[config.mk]
export PLATFORM = sky130hd
export DESIGN_NAME = seg_scan_ctrl
export DESIGN_NICKNAME = d
export VERILOG_FILES = /design/src/rtl/seg_scan_pkg.sv /design/src/rtl/seg_scan_seq.sv /design/src/rtl/seg_scan_segment.sv /design/src/rtl/seg_scan_ctrl.sv
export SDC_FILE = /design/constraint.sdc
export NUM_CORES = 1
export LEC_CHECK = 0
export ABC_AREA = 1
export BUFFER_PORTS_ARGS = -buffer_cell sky130_fd_sc_hd__clkbuf_2
export CORE_UTILIZATION = 35
export DETAILED_ROUTE_END_ITERATION = 10
export PLACE_DENSITY = 0.6
export SLEW_MARGIN = 20
export SYNTH_ARGS = -nofsm -noshare
export SYNTH_HDL_FRONTEND = slang
export SYNTH_SLANG_ARGS = --single-unit
[constraint.sdc]
create_clock -name clk -period 3.35 [get_ports clk]
set_clock_uncertainty 0.1 [all_clocks]
set_input_delay 0.67 -clock clk [delete_from_list [all_inputs] [get_ports clk]]
set_output_delay 0.67 -clock clk [all_outputs]
set_load 0.005 [all_outputs]
[src/rtl/seg_scan_pkg.sv]
package seg_scan_pkg;
  typedef enum logic {SQ_IDLE = 1'b0, SQ_SHIFT = 1'b1} sweep_state_t;
endpackage

[src/rtl/seg_scan_seq.sv]
module seg_scan_seq
  import seg_scan_pkg::*;
#(
  parameter int NSEG   = 4,
  parameter int SEGLEN = 4
) (
  input  logic            clk,
  input  logic            rst,
  input  logic            scan_en,
  input  logic            start,
  output logic [NSEG-1:0] seg_act,
  output logic            done
);
  localparam int IW = (NSEG > 1) ? $clog2(NSEG) : 1;
  localparam int CW = (SEGLEN > 1) ? $clog2(SEGLEN) : 1;

  sweep_state_t state;
  logic [IW-1:0] idx;
  logic [CW-1:0] cnt;

  always_ff @(posedge clk) begin
    if (rst) begin
      state <= SQ_IDLE;
      idx   <= '0;
      cnt   <= '0;
      done  <= 1'b0;
    end else begin
      done <= 1'b0;
      if (!scan_en) begin
        state <= SQ_IDLE;
        idx   <= '0;
        cnt   <= '0;
      end else if (state == SQ_IDLE) begin
        if (start) begin
          state <= SQ_SHIFT;
          idx   <= '0;
          cnt   <= '0;
        end
      end else if (cnt == CW'(SEGLEN - 1)) begin
        cnt <= '0;
        if (idx == IW'(NSEG - 1)) begin
          state <= SQ_IDLE;
          idx   <= '0;
          done  <= 1'b1;
        end else begin
          idx <= idx + 1'b1;
        end
      end else begin
        cnt <= cnt + 1'b1;
      end
    end
  end

  always_comb begin
    seg_act = '0;
    if (state == SQ_SHIFT) seg_act[idx] = 1'b1;
  end
endmodule

[src/rtl/seg_scan_segment.sv]
module seg_scan_segment #(
  parameter int SEGLEN = 4
) (
  input  logic              clk,
  input  logic              rst,
  input  logic              en,
  input  logic              shift,
  input  logic              sin,
  input  logic [SEGLEN-1:0] cap_d,
  output logic [SEGLEN-1:0] q,
  output logic              tail
);
  always_ff @(posedge clk) begin
    if (rst) q <= '0;
    else if (en) q <= shift ? {q[SEGLEN-2:0], sin} : cap_d;
  end

  assign tail = q[SEGLEN-1];
endmodule

[src/rtl/seg_scan_ctrl.sv]
module seg_scan_ctrl #(
  parameter int NCHAIN = 2,
  parameter int NSEG   = 4,
  parameter int SEGLEN = 4
) (
  input  logic                           clk,
  input  logic                           rst,
  input  logic                           scan_en,
  input  logic                           start,
  input  logic [NCHAIN-1:0]              scan_in,
  output logic [NCHAIN-1:0]              scan_out,
  input  logic [NCHAIN*NSEG*SEGLEN-1:0]  func_d,
  output logic [NCHAIN*NSEG*SEGLEN-1:0]  func_q,
  output logic [NSEG-1:0]                seg_en,
  output logic                           done
);
  localparam int CLEN = NSEG * SEGLEN;

  logic [NSEG-1:0] seg_act;
  logic [NSEG-1:0] byp;

  seg_scan_seq #(.NSEG(NSEG), .SEGLEN(SEGLEN)) i_seq (
    .clk(clk), .rst(rst), .scan_en(scan_en), .start(start),
    .seg_act(seg_act), .done(done)
  );

  assign seg_en = scan_en ? seg_act : '1;
  assign byp    = ~seg_act;

  for (genvar c = 0; c < NCHAIN; c++) begin : g_chain
    logic [NSEG-1:0] tl;
    logic [NSEG-1:0] si;

    assign si[NSEG-1] = scan_in[c];
    for (genvar k = 0; k < NSEG - 1; k++) begin : g_byp
      assign si[k] = byp[k+1] ? si[k+1] : tl[k+1];
    end
    assign scan_out[c] = byp[0] ? si[0] : tl[0];

    for (genvar k = 0; k < NSEG; k++) begin : g_seg
      seg_scan_segment #(.SEGLEN(SEGLEN)) i_seg (
        .clk(clk), .rst(rst), .en(seg_en[k]), .shift(scan_en),
        .sin(si[k]),
        .cap_d(func_d[c*CLEN + k*SEGLEN +: SEGLEN]),
        .q(func_q[c*CLEN + k*SEGLEN +: SEGLEN]),
        .tail(tl[k])
      );
    end
  end
endmodule

==> run metrics, run 1 <==
status finished clean; RSZ-0062 raised after global routing no; syn nets 295; H-tree levels 2; Synth Instances 252; Critical Path RT 2.58 ns; Vias 1843; maximum vdd drop 0.1946 mV; Final period util 74.89%; min Tclk post-route 2.509 ns; worst hold path type reg2reg; Worst Hold Depth 1; DP HPWL 3405 µm; Num CTS Buffers 5; Final Hold Viols 0; Max transition margin 59.23%; startpoint types register; wire per inst 12.06 µm; pin count of the biggest net entering global routing 29; metal3 WL 253 µm; Final Slew Violations 0; Cell Rows 26; # DRC 0; initial drt markers 79; Post-DRT Antenna Nets 0; # diodes 0; setup TNS 0 ns; Final setup viols 0; global-route wire length before repair 7314 µm; grt ovf 0; Area after DPL 0.002188 mm²; Netlist Area Pre-Place 0.001873 mm²; Worst EP arrival 1.74 ns; max cap viols 0; leakage power 1.075 nW; Hold WS 0.3563 ns; Clock Root Buffer clkbuf_8; vias in the first global route 1600; fmax 398.6 MHz; Distinct cells, synth 27; # IOs 77; die area 0.005648 mm²; number of nets in the layout 356; worst setup path class reg2out; Final Total Pwr 0.9221 mW; Core ar. 0.005140 mm²; Die Wd 75.16 µm; Reg2Reg Depth 5; setup bufs post-CTS 0; clk sink count 38; P&R area growth vs syn 20.91%; post-route cell area 0.002265 mm²; CTS tree built; Synth Warn # 0; Vias/cell 4.812; # port buffers 76; die height 75.16 µm; Post-CTS Hold Fix Bufs 0; Starting Density 36.44%; most frequent cells in the layout 76 x clkbuf_2, 72 x nand2_1, 38 x dfxtp_1; Seq/Total Area, Yosys 40.61%; Crit Path Max Fanout 13; DRT Pass-1 Iters 4; fill count 589; Slew @ Worst Pin 0.6116 ns; All-Layer GR Usage 17.32%; DR WL met2 2075 µm; share of cells above drive strength 1 29.07%; post-CTS sizing 0; top routing layer in use met4; GPL Wtd Cong 0.7528; Synth Area per Inst 7.433 µm²; met1 WL 2226 µm; commonest non-fill, non-tap cell in the layout clkbuf_2; Worst setup EP type output pin; initial antenna violation count 0; Clock Path Buffers 2; drt total wl 4618 µm; Clk Latency, worst-skew pair 0.29 ns; Cell Pwr Density 407.2 mW/mm²; synthesis-stage register bit count 38; clk slew on worst S/H paths 0.07 ns
registers in the layout, indices dropped and copies added (netlist names):
signal,count
i_seq.done,1
i_seq.state,1
i_seq.cnt,2
i_seq.idx,2
g_chain.g_seg.i_seg.q,32
worst max-delay path: stages, from the launching register on:
cell	delay, ns
dfxtp_1	0.67
nand2_2	0.19
nand2_1	0.13
nand3_1	0.11
nand3_1	0.10
nand3_1	0.08
nand2_1	0.08
clkbuf_2	0.11
final cells by class:
cell class	instances	area [µm²]	area share, %
multi-input cells	170	873.3	38.56
flip-flops and latches	38	760.7	33.59
repair buffers	76	380.4	16.80
well taps	70	87.58	3.867
inverters	22	86.33	3.812
clock buffers	7	76.32	3.370
cells in the mapped netlist:
library cell	number	area share, %
a31oi_1	15	5.0
nand2_1	72	14
a22oi_1	2	0.80
inv_2	2	0.40
nand3_1	17	4.5
clkinv_1	1	0.20
nand4_1	1	0.33
nand2_4	2	1.2
nor3_1	3	0.80
clkbuf_1	3	0.60
o21ai_0	7	1.9
or2_1	2	0.67
a311oi_1	6	2.8
nand2_2	3	1.0
a21oi_1	10	2.7
o221ai_1	6	2.8
nor2_1	16	3.2
a211oi_1	2	0.80
ha_1	5	3.3
dfxtp_1	38	41
buf_4	16	6.4
buf_2	2	0.53
inv_1	17	3.4
inv_4	1	0.33
clkinv_2	1	0.27
buf_6	1	0.60
nor2_2	1	0.33
routing by layer:
metal	up-vias	GRT usage, %
met4	0	6.173
met2	44	26.83
met3	6	4.552
met1	835	23.30
met5	-	0
li1	958	-
worst paths after layout:
| check | startpoint | endpoint | slack [ns] |
|---|---|---|---|
| worst min-delay path | i_seq.cnt[0] | i_seq.cnt[0] | 0.36 |
| worst max-delay path | i_seq.state | scan_out[0] | 0.84 |
| worst min register to register | i_seq.cnt[0] | i_seq.cnt[0] | 0.36 |
| worst max register to register | i_seq.state | g_chain[0].g_seg[0].i_seg.q[0] | 1.61 |
power breakdown:
group	switching [mW]	internal, mW	leakage [nW]
clock network	0.149	0.143	0.0383
registers	0.0215	0.478	0.313
logic	0.0719	0.0589	0.723
kinds of logic (layout without fill, tap and decap cells):
kind of cell             after synthesis  in the layout  share of synthesized area (%)
AND/OR/NAND/NOR                      117            117                          26.52
buffers and inverters                 44            105                          12.76
AO/OA/AOI/OAI                         48             48                          16.77
flip-flops                            38             38                          40.61
adder cells (fa/ha/maj)                5              5                          3.340
per-stage QoR:
| stage | util (%) | instances | setup WS (ns) |
|---|---|---|---|
| final | 44.06 | 383 | 0.8412 |
| after global routing | 44.06 | 383 | 0.6139 |
| after CTS | 44.06 | 383 | 0.7973 |
| after detailed placement | 42.58 | 376 | 0.9792 |
| after global placement | 42.58 | 376 | 1.023 |
| after floorplan | - | 252 | 1.429 |
Note: power is estimated with default switching activity, not from simulation.
==> run 2: changes to the inputs <==
Settings changed: PLACE_DENSITY 0.6 to 0.63.
Clock period 3.35 ns to 2 ns, I/O delays scaled along.
==> run metrics, run 2 (synthesis results as in run 1) <==
# diodes 0 (unchanged); worst hold path type in2reg (was reg2reg); wire per inst 12.43 µm (was 12.06 µm); # IOs 77 (unchanged); DRT Pass-1 Iters 4 (unchanged); GPL Wtd Cong 0.8304 (was 0.7528); Vias 1953 (was 1843); Buf+Inv Stages, Crit Path 1 (unchanged); share of cells above drive strength 1 40.43% (was 29.07%); # port buffers 76 (unchanged); clk sink count 38 (unchanged); Final Total Pwr 1.691 mW (was 0.9221 mW); max cap viols 0 (unchanged); die area 0.005648 mm² (unchanged); # DRC 0 (unchanged); H-tree levels 2 (unchanged); grt ovf 0 (unchanged); most frequent cells in the layout 74 x clkbuf_2, 65 x nand2_1, 35 x dfxtp_1 (was 76 x clkbuf_2, 72 x nand2_1, 38 x dfxtp_1); Slew @ Worst Pin 0.4371 ns (was 0.6116 ns); Die Wd 75.16 µm (unchanged); Final Hold Viols 0 (unchanged); number of nets in the layout 371 (was 356); Top reg by flops g_chain.g_seg.i_seg.q (unchanged); Hold WS 0.2471 ns (was 0.3563 ns); die height 75.16 µm (unchanged); clk slew on worst S/H paths 0.07 ns (about the same); leakage power 1.207 nW (was 1.075 nW); RSZ-0062 raised after global routing yes (was no); initial drt markers 85 (was 79); Setup WS pre-CTS 0.1662 ns (was 0.9792 ns); status finished clean (unchanged); Vias/cell 4.895 (was 4.812); DP HPWL 3561 µm (was 3405 µm); fill count 524 (was 589); Post-DRT Antenna Nets 0 (unchanged); commonest non-fill, non-tap cell in the layout clkbuf_2 (unchanged); vias in the first global route 1717 (was 1600); Num CTS Buffers 5 (unchanged); critical path's most frequent cell nand3_2 (was nand3_1); Starting Density 36.44% (unchanged); Final period util 98.02%; drt total wl 4958 µm (was 4618 µm); Final setup viols 0 (unchanged); fmax 510.1 MHz; startpoint types register (unchanged); final worst-path setup slack 0.03960 ns (was 0.8412 ns); Largest register FFs 32 (unchanged); initial antenna violation count 0 (unchanged); All-Layer GR Usage 18.19% (was 17.32%); CP max stage delay 0.41 ns (was 0.67 ns); Worst EP arrival 1.46 ns (was 1.74 ns); pin count of the biggest net entering global routing 23 (was 29); slowest CP cell dfxtp_4 (was dfxtp_1); maximum vdd drop 0.2660 mV (was 0.1946 mV); Cell Pwr Density 652.2 mW/mm² (was 407.2 mW/mm²); biggest regs g_chain.g_seg.i_seg.q x32, i_seq.cnt x2, i_seq.idx x2 (unchanged); min Tclk post-route 1.960 ns; Critical Path RT 1.50 ns (was 2.58 ns); P&R area growth vs syn 38.41% (was 20.91%); global-route wire length before repair 7728 µm (was 7314 µm); Cell Rows 26 (unchanged); Clk Latency, worst-skew pair 0.29 ns (about the same); CTS tree built (unchanged); Final Slew Violations 0 (unchanged); crit-path cells ha_4, nand3_2, nand3_4, nand3_2, nand3_2, nand2_2, buf_6 (was nand2_2, nand2_1, nand3_1, nand3_1, nand3_1, nand2_1, clkbuf_2); Max transition margin 70.86% (was 59.23%); Crit Path Max Fanout 4 (was 13); Worst setup EP type output pin (unchanged); Clock Root Buffer clkbuf_8 (unchanged); Core ar. 0.005140 mm² (unchanged); Clock Path Buffers 2 (unchanged); worst setup path class reg2out (unchanged); CP delay by family, top simple AND/OR/NAND/NOR gates (unchanged)
==> run 2: cell count changes in the layout (fill, tap and decap cells not counted), moves of 3 or more <==
cell	change
nand3_2	+6
dfxtp_1	-3
ha_4	+3
ha_1	-3
nand3_1	-8
clkbuf_8	+3
inv_4	+3
buf_4	+14
nand2_1	-7
inv_1	-3
dfxtp_4	+3
nand2_4	+3
==> run 2: power breakdown <==
group	switching, mW	internal, mW
sequential	0.0377	0.797
combinational	0.129	0.111
clock	0.268	0.348
==> run 2: metal layers <==
metal	share of wire [%]	vias to the layer above	GRT usage, %
met5	0	-	0
met4	1.6	0	6.790
met3	6.0	8	5.087
met2	46	59	28.63
met1	47	896	23.79
li1	-	990	-
==> run 2: repair_timing <==
action / CTS / global route
hold buffers: 0 / 0
pin swaps: 1 / 10
setup buffers: 8 / 2
hold endpoints to repair: 0 / 0
gates resized for setup: 14 / 31
setup endpoints to repair: 2 / 3
gates cloned: 0 / 0
==> run 2: final timing paths <==
path / startpoint / to / slack, ns / cells after the start
max: i_seq.idx[1] / scan_out[1] / 0.04 / 7
min: start / i_seq.state / 0.25 / 3
max reg2reg: i_seq.idx[0] / g_chain[0].g_seg[1].i_seg.q[0] / 0.06 / 14
min reg2reg: g_chain[1].g_seg[0].i_seg.q[0] / g_chain[1].g_seg[0].i_seg.q[1] / 0.37 / 2
==> run 2: worst min-delay path: cells and delay by family <==
kind / cells / cell delay [ns]
buffers and inverters: 1 / 0.08
and+or+nand+nor: 2 / 0.12
==> run 2: layout make-up <==
class	instances	area (µm²)	share of cell area, %
Multi-Input combinational cell	170	1026	39.58
Inverter	22	93.84	3.620
Sequential cell	38	772.0	29.78
Clock buffer	8	110.1	4.247
Tap cell	70	87.58	3.378
Timing Repair Buffer	91	503.0	19.40
==> run 2: per-stage QoR <==
stage | cell area, µm² | util [%] | std cells | TNS (ns)
CTS | 2437 | 47.42 | 397 | -0.003679
global placement | 2226 | 43.31 | 381 | 0
global route | 2592 | 50.44 | 399 | -0.1283
detailed placement | 2226 | 43.31 | 381 | 0
finish | 2592 | 50.44 | 399 | 0
floorplan | 1873 | - | 252 | 0
==> run 3: changes to the inputs <==
Settings changed: ABC_AREA 1 to default, PLACE_DENSITY 0.63 to 0.62, RECOVER_POWER from default to 100.
==> run metrics, run 3 <==
Vias 1972 (was 1953); violated checks setup timing; Seq/Total Area, Yosys 37.65% (was 40.61%); P&R area growth vs syn 32.20% (was 38.41%); share of cells above drive strength 1 41.08% (was 40.43%); Synth Area per Inst 8.420 µm² (was 7.433 µm²); register area 772.0 µm² (unchanged); Final period util 105.0% (was 98.02%); Crit. Startpoint i_seq.idx[0] (was i_seq.idx[1]); Synth area leaders dfxtp_1 38%, a311oi_1 8.7%, nor2_1 7.6% (was dfxtp_1 41%, nand2_1 14%, buf_4 6.4%); placed cell count 373 (was 381); Cell Rows 27 (was 26); asr flop ratio synth 0% (unchanged); biggest regs g_chain.g_seg.i_seg.q x32, i_seq.cnt x2, i_seq.idx x2 (unchanged); Max transition margin 74.78% (was 70.86%); EDFF count, synth 0 (unchanged); fill count 538 (was 524); min Tclk post-route 2.099 ns (was 1.960 ns); CTS tree built (unchanged); Largest register FFs 32 (unchanged); syn nets 283 (was 295); # DRC 0 (unchanged); cell with the most instances after synthesis nor2_1 (was nand2_1); Clk Latency, worst-skew pair 0.30 ns (was 0.29 ns); top post-synthesis cells by count 41 x nor2_1, 38 x dfxtp_1, 26 x nand2_1 (was 72 x nand2_1, 38 x dfxtp_1, 17 x inv_1, 17 x nand3_1); fmax 476.3 MHz (was 510.1 MHz); Synth top area share 37.65% (was 40.61%); Clock Path Buffers 2 (unchanged); initial drt markers 104 (was 85); global-route wire length before repair 7962 µm (was 7728 µm); Top reg by flops g_chain.g_seg.i_seg.q (unchanged); multi-input gate area in the final layout 0.001144 mm² (was 0.001026 mm²); max cap viols 0 (unchanged); RSZ-0062 raised after global routing yes (unchanged); clk sink count 38 (unchanged); grt ovf 0 (unchanged); synthesis-stage register bit count 38 (unchanged); Hold Crit Start func_d[8] (was start); die height 77.98 µm (was 75.16 µm); Post-DRT Antenna Nets 0 (unchanged); DRT Pass-1 Iters 5 (was 4); status finished with violations (was finished clean); Num CTS Buffers 5 (unchanged); Synth Warn # 0 (unchanged); Critical Path RT 1.50 ns (about the same); Clock Root Buffer clkbuf_8 (unchanged); die area 0.006081 mm² (was 0.005648 mm²); Distinct cells, synth 28 (was 27); Final setup viols 2 (was 0); vias in the first global route 1696 (was 1717); initial antenna violation count 0 (unchanged); drt total wl 5001 µm (was 4958 µm); Final Hold Viols 0 (unchanged); Worst EP arrival 1.60 ns (was 1.46 ns); worst hold path type in2reg (unchanged); top cell type by total area after synthesis dfxtp_1 (unchanged); All-Layer GR Usage 16.69% (was 18.19%); GPL Wtd Cong 0.7707 (was 0.8304); Cell Pwr Density 626.1 mW/mm² (was 652.2 mW/mm²); Core ar. 0.005540 mm² (was 0.005140 mm²); Synth Instances 240 (was 252); wire per inst 12.96 µm (was 12.43 µm); # diodes 0 (unchanged); startpoint types register (unchanged); commonest non-fill, non-tap cell in the layout clkbuf_2 (unchanged); final worst-path setup slack -0.09945 ns (was 0.03960 ns); Vias/cell 5.109 (was 4.895); Reg-to-Reg Start i_seq.idx[1] (was i_seq.idx[0]); Worst setup EP type output pin (unchanged); clk slew on worst S/H paths 0.07 ns (about the same); # port buffers 76 (unchanged); DP HPWL 3568 µm (was 3561 µm); Final Slew Violations 0 (unchanged); pin count of the biggest net entering global routing 33 (was 23); worst setup path class reg2out (unchanged); # IOs 77 (unchanged); leakage power 1.186 nW (was 1.207 nW); Crit Path Max Fanout 7 (was 4); number of nets in the layout 356 (was 371); Die Wd 77.98 µm (was 75.16 µm); top_reg_cell synth dfxtp_1 (unchanged); H-tree levels 2 (unchanged); Hold WS 0.2392 ns (was 0.2471 ns); post-route insts no fill 386 (was 399); Final Total Pwr 1.673 mW (was 1.691 mW); Starting Density 36.47% (was 36.44%); Slew @ Worst Pin 0.3783 ns (was 0.4371 ns); Netlist Area Pre-Place 0.002021 mm² (was 0.001873 mm²); maximum vdd drop 0.2299 mV (was 0.2660 mV); most frequent cells in the layout 76 x clkbuf_2, 39 x nor2_1, 35 x dfxtp_1 (was 74 x clkbuf_2, 65 x nand2_1, 35 x dfxtp_1)
## run 3: cell types whose count changed after synthesis, sizes merged, moves of 12 or more
cell,delta
mux2i,+14
a311oi,+14
inv,-18
nand2,-49
buf,+12
nor2,+24
## run 3: worst paths after layout
check,end,slack [ns],cells past startpoint
setup / recovery,scan_out[0],-0.1,7
hold / removal,g_chain[0].g_seg[2].i_seg.q[0],0.24,3
setup reg to reg,g_chain[1].g_seg[3].i_seg.q[0],0.38,7
hold reg to reg,g_chain[1].g_seg[1].i_seg.q[2],0.40,2
## run 3: final cells by class
type	count	area share, %
well taps	72	3.372
multi-input cells	166	42.81
repair buffers	100	21.12
clock inverters	1	0.1874
flip-flops and latches	38	28.90
clock buffers	7	3.232
inverters	2	0.3747
## run 3: cell families after synthesis
kind of cell,count (synthesis),synth area share [%]
AND/OR/NAND/NOR,100,21.49
multiplexers,14,6.935
adder cells (fa/ha/maj),5,3.096
AO/OA/AOI/OAI,47,18.39
buffers and inverters,36,12.45
flip-flops,38,37.65
## run 3: power breakdown
group	switching [mW]	leakage (nW)	total, mW	internal (mW)
registers	0.0407	0.317	0.841	0.800
clock network	0.273	0.0482	0.551	0.278
logic	0.140	0.821	0.280	0.141
total	0.453	1.19	1.67	1.22
## run 3: layer usage
metal | vias up | GRT usage, % | share of wire [%]
met4 | 0 | 7.778 | 1.5
met2 | 66 | 26.11 | 45
li1 | 1004 | - | -
met1 | 895 | 21.78 | 47
met5 | - | 0 | 0
met3 | 7 | 3.647 | 6.5
## run 3: what timing repair did
item | CTS | global route
endpoints found under the setup margin | 5 | 5
resized for setup | 23 | 10
setup buffers | 1 | 4
pin swaps | 9 | 2
hold buffers | 0 | 0
hold endpoints to repair | 0 | 0
## run 3: metrics by stage
stage	setup WS, ns	setup TNS, ns	utilization, %	cell area [µm²]
after floorplan	0.1825	0	-	2021
after global placement	-0.03154	-0.03154	43.13	2390
after detailed placement	-0.1067	-0.1119	43.13	2390
after CTS	-0.08834	-0.1665	46.75	2590
after global routing	-0.1556	-0.2978	48.22	2671
final	-0.09945	-0.1874	48.22	2671
## run 3: worst max-delay path, stage by stage, from the launching register on
cell and delay (ns):
dfxtp_4 0.37, inv_4 0.07, ha_4 0.21, nand2_4 0.07, o22a_1 0.21, a31oi_4 0.19, a21oi_2 0.07, clkbuf_2 0.11
